--- src/rtl/cs_pkg.sv ---
package cs_pkg;

  typedef enum logic [1:0] {
    SCAN_ILACE  = 2'd0,
    SCAN_EVEN   = 2'd1,
    SCAN_LONG   = 2'd2,
    SCAN_RSVD   = 2'd3
  } scan_e;

  typedef struct packed {
    logic  std525;
    scan_e scan;
  } mode_t;

  // nominal time in hundredths of a microsecond -> nearest tick
  function automatic int unsigned to_ticks(int unsigned tpu, int unsigned hundredths);
    return (tpu * hundredths + 50) / 100;
  endfunction

  // field length in half-lines
  function automatic int unsigned field_halves(mode_t m, logic second);
    int unsigned base;
    base = m.std525 ? 524 : 624;
    case (m.scan)
      SCAN_ILACE: return base + 1;
      SCAN_LONG:  return second ? base : base + 2;
      default:    return base;
    endcase
  endfunction

endpackage

--- src/rtl/cs_timebase.sv ---
module cs_timebase #(
  parameter int unsigned CNT_W  = 10,
  parameter int unsigned HALF_A = 864,
  parameter int unsigned HALF_B = 859
) (
  input  logic             clk_i,
  input  logic             rst_ni,
  input  logic             sel_b_i,
  output logic [CNT_W-1:0] cnt_o,
  output logic             hl_end_o
);

  logic [CNT_W-1:0] last;

  assign last     = sel_b_i ? CNT_W'(HALF_B - 1) : CNT_W'(HALF_A - 1);
  assign hl_end_o = (cnt_o == last);

  always_ff @(posedge clk_i or negedge rst_ni) begin
    if (!rst_ni)       cnt_o <= '0;
    else if (hl_end_o) cnt_o <= '0;
    else               cnt_o <= cnt_o + CNT_W'(1);
  end

endmodule

--- src/rtl/cs_sequencer.sv ---
module cs_sequencer
  import cs_pkg::*;
#(
  parameter int unsigned HL_W = 11
) (
  input  logic            clk_i,
  input  logic            rst_ni,
  input  logic            hl_end_i,
  input  mode_t           mode_i,
  output mode_t           mode_q_o,
  output logic [HL_W-1:0] fh_o,
  output logic [HL_W-1:0] fl_o,
  output logic            field_o
);

  logic [HL_W-1:0] f1_len, f2_len, fld_last;
  logic            frame_end, field_end;

  always_comb begin
    f1_len    = HL_W'(field_halves(mode_q_o, 1'b0));
    f2_len    = HL_W'(field_halves(mode_q_o, 1'b1));
    fld_last  = (field_o ? f2_len : f1_len) - HL_W'(1);
    frame_end = (fh_o == f1_len + f2_len - HL_W'(1));
    field_end = (fl_o == fld_last);
  end

  always_ff @(posedge clk_i or negedge rst_ni) begin
    if (!rst_ni) begin
      mode_q_o <= mode_t'('0);
      fh_o     <= '0;
      fl_o     <= '0;
      field_o  <= 1'b0;
    end else if (hl_end_i) begin
      if (frame_end) begin
        mode_q_o <= mode_i;
        fh_o     <= '0;
        fl_o     <= '0;
        field_o  <= 1'b0;
      end else begin
        fh_o <= fh_o + HL_W'(1);
        if (field_end) begin
          fl_o    <= '0;
          field_o <= 1'b1;
        end else begin
          fl_o <= fl_o + HL_W'(1);
        end
      end
    end
  end

endmodule

--- src/rtl/cs_pulse.sv ---
module cs_pulse #(
  parameter int unsigned CNT_W    = 10,
  parameter int unsigned HL_W     = 11,
  parameter int unsigned LINE_W   = 10,
  parameter int unsigned HALF_625 = 864,
  parameter int unsigned HALF_525 = 859,
  parameter int unsigned LS_T     = 127,
  parameter int unsigned EQ_625   = 63,
  parameter int unsigned EQ_525   = 62,
  parameter int unsigned HS_T     = 54
) (
  input  logic              std525_i,
  input  logic [CNT_W-1:0]  cnt_i,
  input  logic [HL_W-1:0]   fh_i,
  input  logic [HL_W-1:0]   fl_i,
  output logic              csync_no,
  output logic              hs_o,
  output logic              vs_o,
  output logic [LINE_W-1:0] line_o
);

  localparam int unsigned BR_625 = HALF_625 - LS_T;
  localparam int unsigned BR_525 = HALF_525 - LS_T;

  logic [HL_W-1:0]  grp;
  logic [CNT_W-1:0] eq_t, br_t;
  logic             line_start, low;

  always_comb begin
    grp        = std525_i ? HL_W'(6) : HL_W'(5);
    eq_t       = std525_i ? CNT_W'(EQ_525) : CNT_W'(EQ_625);
    br_t       = std525_i ? CNT_W'(BR_525) : CNT_W'(BR_625);
    line_start = ~fh_i[0];
    if (fl_i < grp || (fl_i >= 2 * grp && fl_i < 3 * grp))
      low = cnt_i < eq_t;
    else if (fl_i < 2 * grp)
      low = cnt_i < br_t;
    else
      low = line_start && (cnt_i < CNT_W'(LS_T));
  end

  assign csync_no = ~low;
  assign hs_o     = line_start && (cnt_i < CNT_W'(HS_T));
  assign vs_o     = (fl_i < HL_W'(2));
  assign line_o   = LINE_W'(fh_i >> 1) + LINE_W'(1);

endmodule

--- src/rtl/composite_sync_gen.sv ---
module composite_sync_gen
  import cs_pkg::*;
#(
  parameter int unsigned TICKS_PER_US = 27
) (
  input  logic       clk_i,
  input  logic       rst_ni,
  input  logic [2:0] mode_i,
  output logic       csync_no,
  output logic       hs_o,
  output logic       vs_o,
  output logic       field_o,
  output logic [9:0] line_o
);

  localparam int unsigned HL_W     = 11;
  localparam int unsigned LINE_W   = HL_W - 1;
  localparam int unsigned HALF_625 = to_ticks(TICKS_PER_US, 3200);
  localparam int unsigned HALF_525 = to_ticks(TICKS_PER_US, 3180);
  localparam int unsigned LS_T     = to_ticks(TICKS_PER_US, 470);
  localparam int unsigned EQ_625   = to_ticks(TICKS_PER_US, 235);
  localparam int unsigned EQ_525   = to_ticks(TICKS_PER_US, 230);
  localparam int unsigned HS_T     = to_ticks(TICKS_PER_US, 200);
  localparam int unsigned CNT_W    = $clog2(HALF_625 + 1);

  mode_t            mode_q;
  logic [CNT_W-1:0] cnt;
  logic             hl_end;
  logic [HL_W-1:0]  fh, fl;

  cs_timebase #(
    .CNT_W (CNT_W),
    .HALF_A(HALF_625),
    .HALF_B(HALF_525)
  ) u_tb (
    .clk_i   (clk_i),
    .rst_ni  (rst_ni),
    .sel_b_i (mode_q.std525),
    .cnt_o   (cnt),
    .hl_end_o(hl_end)
  );

  cs_sequencer #(
    .HL_W(HL_W)
  ) u_seq (
    .clk_i   (clk_i),
    .rst_ni  (rst_ni),
    .hl_end_i(hl_end),
    .mode_i  (mode_t'(mode_i)),
    .mode_q_o(mode_q),
    .fh_o    (fh),
    .fl_o    (fl),
    .field_o (field_o)
  );

  cs_pulse #(
    .CNT_W   (CNT_W),
    .HL_W    (HL_W),
    .LINE_W  (LINE_W),
    .HALF_625(HALF_625),
    .HALF_525(HALF_525),
    .LS_T    (LS_T),
    .EQ_625  (EQ_625),
    .EQ_525  (EQ_525),
    .HS_T    (HS_T)
  ) u_pls (
    .std525_i(mode_q.std525),
    .cnt_i   (cnt),
    .fh_i    (fh),
    .fl_i    (fl),
    .csync_no(csync_no),
    .hs_o    (hs_o),
    .vs_o    (vs_o),
    .line_o  (line_o)
  );

endmodule

--- config.mk ---
export PLATFORM = sky130hd
export DESIGN_NAME = composite_sync_gen
export DESIGN_NICKNAME = d
export VERILOG_FILES = /design/src/rtl/cs_pkg.sv /design/src/rtl/cs_timebase.sv /design/src/rtl/cs_sequencer.sv /design/src/rtl/cs_pulse.sv /design/src/rtl/composite_sync_gen.sv
export SDC_FILE = /design/constraint.sdc
export NUM_CORES = 1
export LEC_CHECK = 0
export ABC_AREA = 1
export BUFFER_PORTS_ARGS = -buffer_cell sky130_fd_sc_hd__buf_2
export CELL_PAD_IN_SITES_DETAIL_PLACEMENT = 1
export CELL_PAD_IN_SITES_GLOBAL_PLACEMENT = 2
export CORE_MARGIN = 8
export CORE_UTILIZATION = 34
export DETAILED_ROUTE_END_ITERATION = 7
export PLACE_DENSITY_LB_ADDON = 0.12
export SKIP_CTS_REPAIR_TIMING = 1
export SLEW_MARGIN = 20
export SYNTH_ARGS = -nofsm -noshare
export SYNTH_HDL_FRONTEND = slang
export SYNTH_SLANG_ARGS = --single-unit
export TNS_END_PERCENT = 20
--- constraint.sdc ---
create_clock -name clk_i -period 2.56 [get_ports clk_i]
set_input_delay 0.512 -clock clk_i [delete_from_list [all_inputs] [get_ports clk_i]]
set_output_delay 0.512 -clock clk_i [all_outputs]
set_load 0.01 [all_outputs]
==> load_flow_metrics.sql, run 1 <==
INSERT INTO impl_metrics (metric_group, metric, value, unit) VALUES
('worst_setup_path', 'criticalPathCategory', 'flop to output port', ''),
('worst_setup_path', 'worst_path_most_repeated_cell', 'sky130_fd_sc_hd__nand2_1', ''),
('worst_setup_path', 'worst-path-buf-inv', '4', ''),
('floorplanning', 'fp.dieH', '109.8', 'um'),
('floorplanning', 'floorplan.initialDensity', '34.66', '%'),
('drt', 'wire_per_inst', '16.79', 'um'),
('sta', 'final_report_setup_violation_count', '0', ''),
('clocking', 'cts-buffers-inserted', '5', ''),
('global_routing', 'number_of_antenna_violations_at_the_first_check_in_global_routing', '0', ''),
('worst_setup_path', 'worst_path_max_stage_delay', '420', 'ps'),
('global_routing', 'gr-usage-all-layers', '17.05', '%'),
('clocking', 'cts.reportedPaths.clkPinSlew', '90', 'ps'),
('global_routing', 'global_route_wire_length_before_repair', '16000', 'um'),
('power', 'leakagePower', '1.822', 'nW'),
('drt', 'detailedRoute.firstIterationViolations', '78', ''),
('worst_setup_path', 'worst-endpoint-required', '2050', 'ps'),
('sta', 'pin_slew_with_the_least_headroom_to_its_limit', '712.9', 'ps'),
('synth', 'synth_fp_nets', '479', ''),
('sta', 'highest_clock_frequency_the_design_can_meet', '408.9', 'MHz'),
('global_routing', 'global_route.overflow_total', '0', ''),
('synth', 'synth_cell_types', '30', ''),
('outcome', 'run_status', 'finished, final reports clean', ''),
('sta', 'min_period', '2445', 'ps'),
('synth', 'postSynthAreaPerCell', '6.592', 'um2'),
('placed_design', 'port_buffers', '18', ''),
('drt', 'total_iterations_of_the_first_detailed_routing_run', '4', ''),
('clocking', 'h-tree-depth', '2', ''),
('sta', 'finalHoldWorstSlack', '246.9', 'ps'),
('synth', 'yosys_register_bits', '36', ''),
('clocking', 'tritoncts', 'done', ''),
('clocking', 'cts_sinks', '36', ''),
('synth', 'synth_area', '2993', 'um2'),
('global_routing', 'first_global_vias', '3096', ''),
('final_layout', 'area_growth', '17.43', '%'),
('worst_setup_path', 'worst_setup_path_start_kind', 'flop', ''),
('worst_setup_path', 'chain_of_cells_forming_the_critical_path', 'inv_4 > buf_6 > ha_1 > inv_1 > or2_2 > nand3_2 > nand3_1 > nand2_1 > nand2_1 > nand2_1 > nand2_1 > buf_2', ''),
('sta', 'fin_tns_setup', '0', 'ps'),
('sta', 'fin_crit_sh', '95.52', '%'),
('placed_design', 'globalplace.congestion', '0.8334', ''),
('floorplanning', 'number_of_placed_i_o_pins', '19', ''),
('power', 'p_per_area', '292.5', 'nW/um2'),
('worst_setup_path', 'cp_slowest_cell', 'sky130_fd_sc_hd__dfrtp_1', ''),
('floorplanning', 'fp.dieArea', '12060', 'um2'),
('final_layout', 'num_antenna_cells', '0', ''),
('sta', 'final_hold_viol_count', '0', ''),
('drt', 'drt_drc', '0', ''),
('final_layout', 'final_nets', '516', ''),
('worst_setup_path', 'crit_family', 'simple AND/OR/NAND/NOR gates', ''),
('placed_design', 'detailed_place_hpwl', '7755', 'um'),
('floorplanning', 'number_of_placement_rows', '34', ''),
('power', 'vdd_drop_max', '175.2', 'uV'),
('synth', 'yosys_warnings', '0', ''),
('final_layout', 'post_route_cells_drive_above_1_share', '16.26', '%'),
('clocking', 'clockRootBuffer', 'sky130_fd_sc_hd__clkbuf_8', ''),
('clocking', 'clock_tree.buffer_depth', '2', ''),
('clocking', 'worst_skew_pair.late_latency', '300', 'ps'),
('sta', 'slew-limit-headroom', '52.48', '%'),
('global_routing', 'grt_start_max_net_pins', '28', ''),
('synth', 'sequential_element_share_of_the_synthesized_area', '30.10', '%'),
('drt', 'vias', '3018', ''),
('drt', 'avgViaCountPerCell', '5.030', ''),
('drt', 'final_routed_wirelength', '10070', 'um'),
('drt', 'antenna_left', '0', ''),
('hold_path', 'worstHoldPathType', 'primary input to asynchronous set/reset pin', ''),
('floorplanning', 'core', '8636', 'um2'),
('worst_setup_path', 'crit_path_max_fanout', '7', ''),
('sta', 'max_slew_violations', '0', ''),
('worst_setup_path', 'cp_data_arrival_time', '1930', 'ps'),
('floorplanning', 'die_w', '109.8', 'um'),
('synth', 'synth_cells', '454', ''),
('sta', 'clock-skew-final', '6.399', 'ps'),
('worst_setup_path', 'cp-end-kind', 'output port', ''),
('flow_run', 'cap_violations', '0', '');
[cell families after synthesis]
kind of cell    count (synthesis)  synth area share (%)
compound gates                 29                 4.975
xor+xnor                       21                 6.145
fa+ha+maj                      20                 8.361
buf+inv                        71                 9.782
flops                          36                 30.10
simple gates                  277                 40.64
[cells in the final DEF, fill, tap and decap left out, types with 4 or more instances in the layout]
cell type / synthesis / final
sky130_fd_sc_hd__nand2_1: 131 / 130
sky130_fd_sc_hd__nor2_1: 64 / 62
sky130_fd_sc_hd__inv_1: 57 / 56
sky130_fd_sc_hd__nand3_1: 40 / 39
sky130_fd_sc_hd__dfrtp_1: 36 / 35
sky130_fd_sc_hd__buf_2: 1 / 18
sky130_fd_sc_hd__xor2_1: 17 / 17
sky130_fd_sc_hd__buf_4: 4 / 15
sky130_fd_sc_hd__a21oi_1: 15 / 14
sky130_fd_sc_hd__nor3_1: 15 / 14
sky130_fd_sc_hd__ha_1: 20 / 13
sky130_fd_sc_hd__nand4_1: 12 / 12
sky130_fd_sc_hd__o21ai_1: 4 / 6
sky130_fd_sc_hd__inv_2: 6 / 6
sky130_fd_sc_hd__o21ai_0: 8 / 6
sky130_fd_sc_hd__ha_4: 0 / 6
sky130_fd_sc_hd__clkbuf_8: 0 / 5
sky130_fd_sc_hd__xnor2_1: 4 / 4
sky130_fd_sc_hd__nand3_2: 3 / 4
sky130_fd_sc_hd__buf_6: 1 / 4
[worst paths after layout]
path                                   start           endpoint  slack, ps  cells after the start
max in group asynchronous             rst_ni      u_seq.fl_o[2]       1710                      2
max reg2reg                u_seq.mode_q_o[2]      u_seq.fl_o[9]        370                     13
min in group clk_i                 mode_i[1]  u_seq.mode_q_o[1]        450                      3
max                        u_seq.mode_q_o[2]           csync_no        110                     12
min reg2reg                    u_seq.fl_o[9]      u_seq.fl_o[9]        530                      2
min                                   rst_ni      u_tb.cnt_o[1]        250                      1
[synth_stat cells]
master                       n  area, um2
sky130_fd_sc_hd__buf_6       1      11.26
sky130_fd_sc_hd__o21ai_1     4      20.02
sky130_fd_sc_hd__xnor2_1     4      35.03
sky130_fd_sc_hd__nand2_1   131      491.7
sky130_fd_sc_hd__ha_1       20      250.2
sky130_fd_sc_hd__clkinv_2    1      5.000
sky130_fd_sc_hd__nor3_1     15      75.07
sky130_fd_sc_hd__nand3b_1    1      7.510
sky130_fd_sc_hd__nor3_2      2      20.02
sky130_fd_sc_hd__or2_2       1      6.260
sky130_fd_sc_hd__and3_1      1      6.260
sky130_fd_sc_hd__xor2_1     17      148.9
sky130_fd_sc_hd__a21oi_1    15      75.07
sky130_fd_sc_hd__nor2_4      2      22.52
sky130_fd_sc_hd__nand2_2     2      12.51
sky130_fd_sc_hd__nand4_1    12      75.07
sky130_fd_sc_hd__a31oi_1     1      6.260
sky130_fd_sc_hd__nand2_4     2      22.52
sky130_fd_sc_hd__dfrtp_1    36      900.9
sky130_fd_sc_hd__inv_1      57      214.0
sky130_fd_sc_hd__buf_4       4      30.03
sky130_fd_sc_hd__inv_2       6      22.52
sky130_fd_sc_hd__nor2_2      1      6.260
sky130_fd_sc_hd__nor2_1     64      240.2
sky130_fd_sc_hd__a21o_1      1      7.510
sky130_fd_sc_hd__o21ai_0     8      40.04
sky130_fd_sc_hd__buf_2       1      5.000
sky130_fd_sc_hd__nand3_1    40      200.2
sky130_fd_sc_hd__nand3_2     3      30.03
sky130_fd_sc_hd__clkbuf_2    1      5.000
[worst reg2reg max path, cell delays in order, from the launching register on]
cell	delay, ps
sky130_fd_sc_hd__dfrtp_1	420
sky130_fd_sc_hd__inv_4	150
sky130_fd_sc_hd__buf_4	130
sky130_fd_sc_hd__buf_4	170
sky130_fd_sc_hd__ha_1	260
sky130_fd_sc_hd__inv_1	60
sky130_fd_sc_hd__nand2_1	40
sky130_fd_sc_hd__nand2_1	100
sky130_fd_sc_hd__nor2_1	60
sky130_fd_sc_hd__nand2_1	100
sky130_fd_sc_hd__nor2_4	70
sky130_fd_sc_hd__nor2_1	330
sky130_fd_sc_hd__nand3_1	150
sky130_fd_sc_hd__nand2_1	80
[report_power, final]
group / internal [mW] / total, mW / switching, mW
clock network: 0.191 / 0.441 / 0.251
logic: 0.00414 / 0.0187 / 0.0146
registers: 0.568 / 0.568 / 0
[layer usage]
metal / routed length [um] / share of wire, % / up-vias / track usage, %
li1: - / - / 1513 / -
met1: 5005 / 50 / 1471 / 23.24
met2: 4768 / 47 / 28 / 27.70
met3: 229 / 2.3 / 6 / 2.638
met4: 68 / 0.68 / 0 / 3.664
met5: 0 / 0 / - / 0
[sequential cells by signal, summed over array words and instances (netlist names)]
signal and cells:
u_seq.fl_o 11, u_seq.mode_q_o 3, u_seq.fh_o 11, u_seq.field_o 1
u_tb.cnt_o 10
[through the flow]
| step | utilization, % | total power [mW] | setup WS, ps | area, um2 | cells |
|---|---|---|---|---|---|
| 6_report | 40.70 | 1.028 | 114.6 | 3515 | 600 |
| 5_1_grt | 40.70 | 1.072 | -13.21 | 3515 | 600 |
| 4_1_cts | 38.55 | 1.043 | -15.52 | 3329 | 591 |
| 3_5_place_dp | 37.54 | 0.5994 | 332.4 | 3242 | 583 |
| 3_3_place_gp | 37.54 | 0.5991 | 422.7 | 3242 | 583 |
| 2_1_floorplan | - | 0.5796 | 336.7 | 2993 | 454 |
[layout make-up]
| class | instances | area, um2 |
|---|---|---|
| inverters | 64 | 244.0 |
| clock buffers | 5 | 68.82 |
| multi-input cells | 347 | 1898 |
| flip-flops and latches | 36 | 902.1 |
| fillers | 1148 | 5121 |
| repair buffers | 37 | 247.7 |
| well taps | 108 | 135.1 |
| clock inverters | 3 | 18.77 |
No activity file was read; power rests on OpenSTA's default activity.
==> run 2: changes to the inputs <==
- ABC_AREA: 1 -> default
- CORE_UTILIZATION: 34 -> 38
- SYNTH_HIERARCHICAL: default -> 1
==> load_flow_metrics.sql, run 2 <==
INSERT INTO impl_metrics (metric_group, metric, value, unit) VALUES
('placed_design', 'detailed_place_hpwl', '5105', 'um'),
('placed_design', 'pre_cts_ws', '-146.1', 'ps'),
('final_layout', 'layout_commonest_cell', 'sky130_fd_sc_hd__dfrtp_1', ''),
('synth', 'synthDominantCellAreaShare', '34.90', '%'),
('final_layout', 'num_antenna_cells', '0', ''),
('sta', 'slew-limit-headroom', '44.47', '%'),
('synth', 'synthFlopType', 'sky130_fd_sc_hd__dfrtp_1', ''),
('power', 'p_per_area', '326.3', 'nW/um2'),
('synth', 'synth_cells', '272', ''),
('worst_setup_path', 'crit-reg2reg-capture', 'u_seq/fl_o[9]', ''),
('worst_setup_path', 'worst-r2r-cell-count', '9', ''),
('placed_design', 'globalplace.congestion', '0.7909', ''),
('floorplanning', 'number_of_placement_rows', '30', ''),
('global_routing', 'grt_start_max_net_pins', '37', ''),
('sta', 'final_report_setup_violation_count', '2', ''),
('power', 'leakagePower', '1.425', 'nW'),
('power', 'sw_share', '21.81', '%'),
('outcome', 'violations', 'negative setup slack', ''),
('worst_setup_path', 'criticalPathCategory', 'flop to output port', ''),
('synth', 'post-synth-top-count-cell', 'sky130_fd_sc_hd__dfrtp_1', ''),
('worst_setup_path', 'cp-end-kind', 'output port', ''),
('synth', 'yosys_register_bits', '36', ''),
('synth', 'postSynthAreaPerCell', '9.490', 'um2'),
('clocking', 'h-tree-depth', '2', ''),
('sta', 'fin_tns_setup', '-738.2', 'ps'),
('sta', 'finalHoldWorstSlack', '318.2', 'ps'),
('drt', 'detailedRoute.firstIterationViolations', '69', ''),
('clocking', 'cts-buffers-inserted', '5', ''),
('final_layout', 'area_growth', '19.24', '%'),
('sta', 'rsz0062_at_grt', 'yes', ''),
('worst_setup_path', 'worst-endpoint-required', '2050', 'ps'),
('placed_design', 'port_buffers', '18', ''),
('synth', 'synth_area', '2581', 'um2'),
('sta', 'clock-skew-final', '10.94', 'ps'),
('power', 'combinational_power_share', '1.4', '%'),
('flow_run', 'cap_violations', '0', ''),
('worst_setup_path', 'crit_path_max_fanout', '3', ''),
('sta', 'highest_clock_frequency_the_design_can_meet', '331.6', 'MHz'),
('worst_setup_path', 'rr_startpoint', 'u_seq/mode_q_o[2]', ''),
('synth', 'synth_top_area_cell', 'sky130_fd_sc_hd__dfrtp_1', ''),
('drt', 'final_routed_wirelength', '6812', 'um'),
('power', 'power_report.internal_total', '0.7854', 'mW'),
('hold_path', 'worstHoldPathType', 'primary input to asynchronous set/reset pin', ''),
('clocking', 'clock_tree.buffer_depth', '2', ''),
('floorplanning', 'die_w', '98.42', 'um'),
('global_routing', 'first_global_vias', '2321', ''),
('final_layout', 'post_route_cells_drive_above_1_share', '22.29', '%'),
('synth', 'synth_area_leaders', 'sky130_fd_sc_hd__dfrtp_1 (35%), sky130_fd_sc_hd__ha_1 (9.2%), sky130_fd_sc_hd__xnor2_1 (6.1%), sky130_fd_sc_hd__xor2_1 (5.1%), sky130_fd_sc_hd__nor2_1 (4.7%)', ''),
('outcome', 'run_status', 'finished, violations left', ''),
('clocking', 'tritoncts', 'done', ''),
('clocking', 'cts.reportedPaths.clkPinSlew', '80', 'ps'),
('sta', 'min_period', '3015', 'ps'),
('power', 'switching_power', '0.2191', 'mW'),
('synth', 'netlist_top_cells_count', 'sky130_fd_sc_hd__dfrtp_1 (36), sky130_fd_sc_hd__nor2_1 (32), sky130_fd_sc_hd__nand3_1 (22)', ''),
('clocking', 'worst_skew_pair.late_latency', '290', 'ps'),
('final_layout', 'n_fill_cell', '787', ''),
('final_layout', 'largest_registers', 'u_seq/fh_o x11, u_seq/fl_o x11, u_tb/cnt_o x10', ''),
('global_routing', 'number_of_antenna_violations_at_the_first_check_in_global_routing', '0', ''),
('sta', 'fin_crit_sh', '117.8', '%'),
('placed_design', 'post_dp_cell_area', '2953', 'um2'),
('floorplanning', 'core', '6681', 'um2'),
('drt', 'wire_per_inst', '16.90', 'um'),
('floorplanning', 'fp.dieH', '98.42', 'um'),
('sta', 'final_hold_viol_count', '0', ''),
('final_layout', 'most-common-layout-cells', 'sky130_fd_sc_hd__dfrtp_1 (36), sky130_fd_sc_hd__nor2_1 (32), sky130_fd_sc_hd__buf_4 (24)', ''),
('clocking', 'cts_sinks', '36', ''),
('synth', 'synth_cell_types', '58', ''),
('final_layout', 'final_nets', '346', ''),
('floorplanning', 'number_of_placed_i_o_pins', '19', ''),
('drt', 'drt_drc', '0', ''),
('drt', 'total_iterations_of_the_first_detailed_routing_run', '4', ''),
('drt', 'antenna_left', '0', ''),
('power', 'power', '1.004', 'mW'),
('worst_setup_path', 'rrSetupSlack', '180', 'ps'),
('global_routing', 'gr-usage-all-layers', '14.84', '%'),
('worst_setup_path', 'worst_setup_path_start_kind', 'flop', ''),
('clocking', 'clockRootBuffer', 'sky130_fd_sc_hd__clkbuf_8', ''),
('power', 'vdd_drop_max', '177.1', 'uV'),
('final_layout', 'postLayoutCellArea', '3078', 'um2'),
('drt', 'avgViaCountPerCell', '5.459', ''),
('power', 'sequentialPowerShare', '56.6', '%'),
('synth', 'number_of_enable_flip_flop_cells_after_synthesis', '0', ''),
('sta', 'pin_slew_with_the_least_headroom_to_its_limit', '832.9', 'ps'),
('synth', 'yosys_warnings', '6', ''),
('floorplanning', 'fp.dieArea', '9686', 'um2'),
('floorplanning', 'floorplan.initialDensity', '38.63', '%'),
('global_routing', 'global_route.overflow_total', '0', ''),
('worst_setup_path', 'cp_data_arrival_time', '2500', 'ps'),
('sta', 'fin_ws', '-455.4', 'ps'),
('synth', 'async_flop_share', '100.0', '%'),
('power', 'power.share.clock', '42.0', '%'),
('drt', 'vias', '2200', ''),
('global_routing', 'global_route_wire_length_before_repair', '11630', 'um'),
('synth', 'sequential_element_share_of_the_synthesized_area', '34.90', '%'),
('sta', 'max_slew_violations', '0', ''),
('synth', 'synth_fp_nets', '296', '');
## run 2: cell types whose count changed in the layout (fill, tap and decap cells not counted), moves of 9 or more
cell                      previous run  this run
sky130_fd_sc_hd__nor3_1             14         1
sky130_fd_sc_hd__inv_1              56        12
sky130_fd_sc_hd__xnor2_1             4        18
sky130_fd_sc_hd__nand2_1           130        14
sky130_fd_sc_hd__nor2_1             62        32
sky130_fd_sc_hd__nand3_1            39        22
sky130_fd_sc_hd__buf_4              15        24
## run 2: layer usage
layer	wire [um]	global-route usage, %
met5	0	0
met1	3278	18.64
met2	3295	25.17
met3	127	2.467
met4	111	4.841
## run 2: worst max-delay path, stage by stage (launching register included)
cell,delay [ps]
sky130_fd_sc_hd__dfrtp_1,380
sky130_fd_sc_hd__or4_4,550
sky130_fd_sc_hd__or4_4,450
sky130_fd_sc_hd__a211o_1,300
sky130_fd_sc_hd__o31ai_2,80
sky130_fd_sc_hd__mux2_4,320
sky130_fd_sc_hd__buf_2,140
## run 2: layout make-up
type,count,area [um2],area share (%)
Sequential cell,36,900.9,29.27
Tap cell,80,100.1,3.252
Timing Repair Buffer,44,301.5,9.797
Inverter,12,45.04,1.463
Clock inverter,2,10.01,0.3252
Multi-Input combinational cell,223,1638,53.21
Clock buffer,6,82.58,2.683
## run 2: stage by stage
| step | cells | util (%) |
|---|---|---|
| after floorplan | 272 | - |
| after global placement | 392 | 44.19 |
| after detailed placement | 392 | 44.19 |
| after CTS | 400 | 45.58 |
| after global routing | 403 | 46.07 |
| final | 403 | 46.07 |
## run 2: worst max path at each step
stage                               from        to  cells after the start
after detailed placement  u_seq/fl_o[10]  csync_no                      6
final                     u_seq/fl_o[10]  csync_no                      6
after CTS                  u_seq/fl_o[9]  csync_no                      6
after floorplan           u_seq/fl_o[10]  csync_no                      5
after global routing      u_seq/fl_o[10]  csync_no                      6
after global placement    u_seq/fl_o[10]  csync_no                      6
## run 2: power groups by stage
stage	clock network (mW)	registers (mW)	logic (mW)
4_1_cts	0.443	0.568	0.0153
6_report	0.422	0.568	0.0141
5_1_grt	0.458	0.568	0.0170
3_5_place_dp	0	0.579	0.0154
3_3_place_gp	0	0.579	0.0153
2_1_floorplan	0	0.580	0.000111
## run 2: logic make-up after synthesis
| group | Yosys count | share of synthesized area (%) |
|---|---|---|
| buffers and inverters | 13 | 1.890 |
| multiplexers | 6 | 3.102 |
| AND/OR/NAND/NOR | 118 | 25.69 |
| adder cells (fa/ha/maj) | 19 | 9.210 |
| flip-flops | 36 | 34.90 |
| AO/OA/AOI/OAI | 47 | 14.01 |
| XOR/XNOR | 33 | 11.20 |
==> run 3: changes to the inputs <==
- REMOVE_ABC_BUFFERS: default -> 1
==> load_flow_metrics.sql, run 3 (synthesized netlist as in run 2, its figures left out) <==
INSERT INTO impl_metrics (metric_group, metric, value, unit) VALUES
('outcome', 'run_status', 'finished, violations left', ''),
('outcome', 'violations', 'negative setup slack', ''),
('final_layout', 'num_antenna_cells', '0', ''),
('clocking', 'clockRootBuffer', 'sky130_fd_sc_hd__clkbuf_8', ''),
('power', 'p_per_area', '333.9', 'nW/um2'),
('floorplanning', 'number_of_placement_rows', '30', ''),
('final_layout', 'area_growth', '18.61', '%'),
('sta', 'slew-limit-headroom', '43.78', '%'),
('sta', 'min_period', '2975', 'ps'),
('final_layout', 'post_route_cells_drive_above_1_share', '21.56', '%'),
('worst_setup_path', 'worst-endpoint-required', '2050', 'ps'),
('worst_setup_path', 'cp_data_arrival_time', '2460', 'ps'),
('drt', 'final_routed_wirelength', '6638', 'um'),
('floorplanning', 'die_w', '98.42', 'um'),
('drt', 'detailedRoute.firstIterationViolations', '88', ''),
('final_layout', 'most-common-layout-cells', 'sky130_fd_sc_hd__dfrtp_1 (36), sky130_fd_sc_hd__nor2_1 (32), sky130_fd_sc_hd__buf_4 (22), sky130_fd_sc_hd__nand3_1 (22), sky130_fd_sc_hd__ha_1 (19)', ''),
('floorplanning', 'core', '6681', 'um2'),
('clocking', 'cts_sinks', '36', ''),
('global_routing', 'number_of_antenna_violations_at_the_first_check_in_global_routing', '0', ''),
('sta', 'pin_slew_with_the_least_headroom_to_its_limit', '843.3', 'ps'),
('drt', 'total_iterations_of_the_first_detailed_routing_run', '4', ''),
('worst_setup_path', 'rr_startpoint', 'u_seq/mode_q_o[2]', ''),
('flow_run', 'cap_violations', '0', ''),
('global_routing', 'global_route_wire_length_before_repair', '11510', 'um'),
('drt', 'avgViaCountPerCell', '5.488', ''),
('worst_setup_path', 'crit_path_max_fanout', '4', ''),
('final_layout', 'final_core_util', '45.82', '%'),
('drt', 'drt_drc', '0', ''),
('drt', 'antenna_left', '0', ''),
('worst_setup_path', 'cp-end-kind', 'output port', ''),
('final_layout', 'fin_cells', '400', ''),
('sta', 'rsz0062_at_grt', 'yes', ''),
('final_layout', 'final_nets', '343', ''),
('final_layout', 'layout_commonest_cell', 'sky130_fd_sc_hd__dfrtp_1', ''),
('placed_design', 'port_buffers', '18', ''),
('sta', 'fin_crit_sh', '116.2', '%'),
('worst_setup_path', 'criticalPathCategory', 'flop to output port', ''),
('clocking', 'tritoncts', 'done', ''),
('global_routing', 'gr-usage-all-layers', '14.34', '%'),
('sta', 'final_report_setup_violation_count', '1', ''),
('global_routing', 'global_route.overflow_total', '0', ''),
('placed_design', 'globalplace.congestion', '0.7258', ''),
('worst_setup_path', 'worstSetupEndpoint', 'csync_no', ''),
('worst_setup_path', 'worst_setup_path_start_kind', 'flop', ''),
('sta', 'max_slew_violations', '0', ''),
('worst_setup_path', 'crit-reg2reg-capture', 'u_seq/mode_q_o[2]', ''),
('final_layout', 'n_fill_cell', '785', ''),
('global_routing', 'first_global_vias', '2296', ''),
('sta', 'clock-skew-final', '7.461', 'ps'),
('placed_design', 'placed_cells', '392', ''),
('floorplanning', 'number_of_placed_i_o_pins', '19', ''),
('clocking', 'h-tree-depth', '2', ''),
('drt', 'vias', '2195', ''),
('worst_setup_path', 'setup.worst_path.start', 'u_seq/fl_o[10]', ''),
('floorplanning', 'fp.dieArea', '9686', 'um2'),
('sta', 'highest_clock_frequency_the_design_can_meet', '336.2', 'MHz'),
('power', 'leakagePower', '1.409', 'nW'),
('global_routing', 'grt_start_max_net_pins', '37', ''),
('sta', 'fin_ws', '-414.6', 'ps'),
('hold_path', 'worstHoldPathType', 'primary input to asynchronous set/reset pin', ''),
('clocking', 'cts-buffers-inserted', '5', ''),
('floorplanning', 'floorplan.initialDensity', '38.63', '%'),
('placed_design', 'detailed_place_hpwl', '5052', 'um'),
('power', 'vdd_drop_max', '172.4', 'uV'),
('floorplanning', 'fp.dieH', '98.42', 'um'),
('clocking', 'clock_tree.buffer_depth', '2', ''),
('worst_setup_path', 'rrSetupSlack', '170', 'ps'),
('drt', 'wire_per_inst', '16.60', 'um'),
('clocking', 'worst_skew_pair.late_latency', '290', 'ps'),
('sta', 'final_hold_viol_count', '0', ''),
('placed_design', 'pre_cts_ws', '-113.6', 'ps'),
('clocking', 'cts.reportedPaths.clkPinSlew', '80', 'ps'),
('worst_setup_path', 'worst-r2r-cell-count', '6', ''),
('final_layout', 'largest_registers', 'u_seq/fh_o x11, u_seq/fl_o x11, u_tb/cnt_o x10', '');
==> run 3: cell types whose count changed in the layout (fill, tap and decap cells not counted) <==
cell | previous run | this run
sky130_fd_sc_hd__buf_2 | 18 | 17
sky130_fd_sc_hd__buf_4 | 24 | 22
sky130_fd_sc_hd__clkinv_2 | 2 | 1
sky130_fd_sc_hd__inv_6 | 0 | 1
==> run 3: final cells by class <==
class	instances	area [um2]	share of cell area [%]
multi-input cells	223	1638	53.49
flip-flops and latches	36	900.9	29.42
repair buffers	41	281.5	9.195
well taps	80	100.1	3.269
clock buffers	6	82.58	2.697
inverters	12	45.04	1.471
clock inverters	2	13.76	0.4495
==> run 3: worst min path at each step <==
stage / startpoint / endpoint / slack, ps / depth (start not counted)
3_5_place_dp: u_seq/field_o / u_seq/field_o / 560 / 2
4_1_cts: rst_ni / u_seq/fh_o[2] / 360 / 1
3_3_place_gp: u_seq/fh_o[9] / u_seq/fh_o[9] / 550 / 1
6_report: rst_ni / u_seq/fh_o[2] / 320 / 1
5_1_grt: rst_ni / u_seq/fh_o[2] / 390 / 1
2_1_floorplan: rst_ni / u_seq/fh_o[0] / 220 / 0
==> run 3: worst max-delay path, cell delays in order (launching register included) <==
cell	delay, ps
sky130_fd_sc_hd__dfrtp_1	390
sky130_fd_sc_hd__or4_4	530
sky130_fd_sc_hd__or4_4	450
sky130_fd_sc_hd__a211o_1	290
sky130_fd_sc_hd__o31ai_2	70
sky130_fd_sc_hd__mux2_4	330
sky130_fd_sc_hd__buf_6	120
==> run 3: metal layers <==
layer | up-vias | wire length, um | GRT usage (%)
li1 | 1082 | - | -
met2 | 21 | 3254 | 24.70
met5 | - | 0 | 0
met3 | 5 | 121 | 2.114
met1 | 1087 | 3188 | 18.15
met4 | 0 | 73 | 3.896
==> run 3: per-stage QoR <==
step	hold slack [ps]	area [um2]	power [mW]	setup TNS, ps
final	321.5	3062	1.022	-414.6
after global routing	386.0	3062	1.066	-554.3
after CTS	361.8	3049	1.044	-444.5
after detailed placement	558.0	2953	0.5948	-113.6
after global placement	555.0	2953	0.5946	-93.54
after floorplan	216.4	2577	0.5797	-1491
==> run 3: power by group <==
part / internal, mW / switching, mW
Clock: 0.220 / 0.220
Combinational: 0.00222 / 0.0118
Sequential: 0.568 / 0
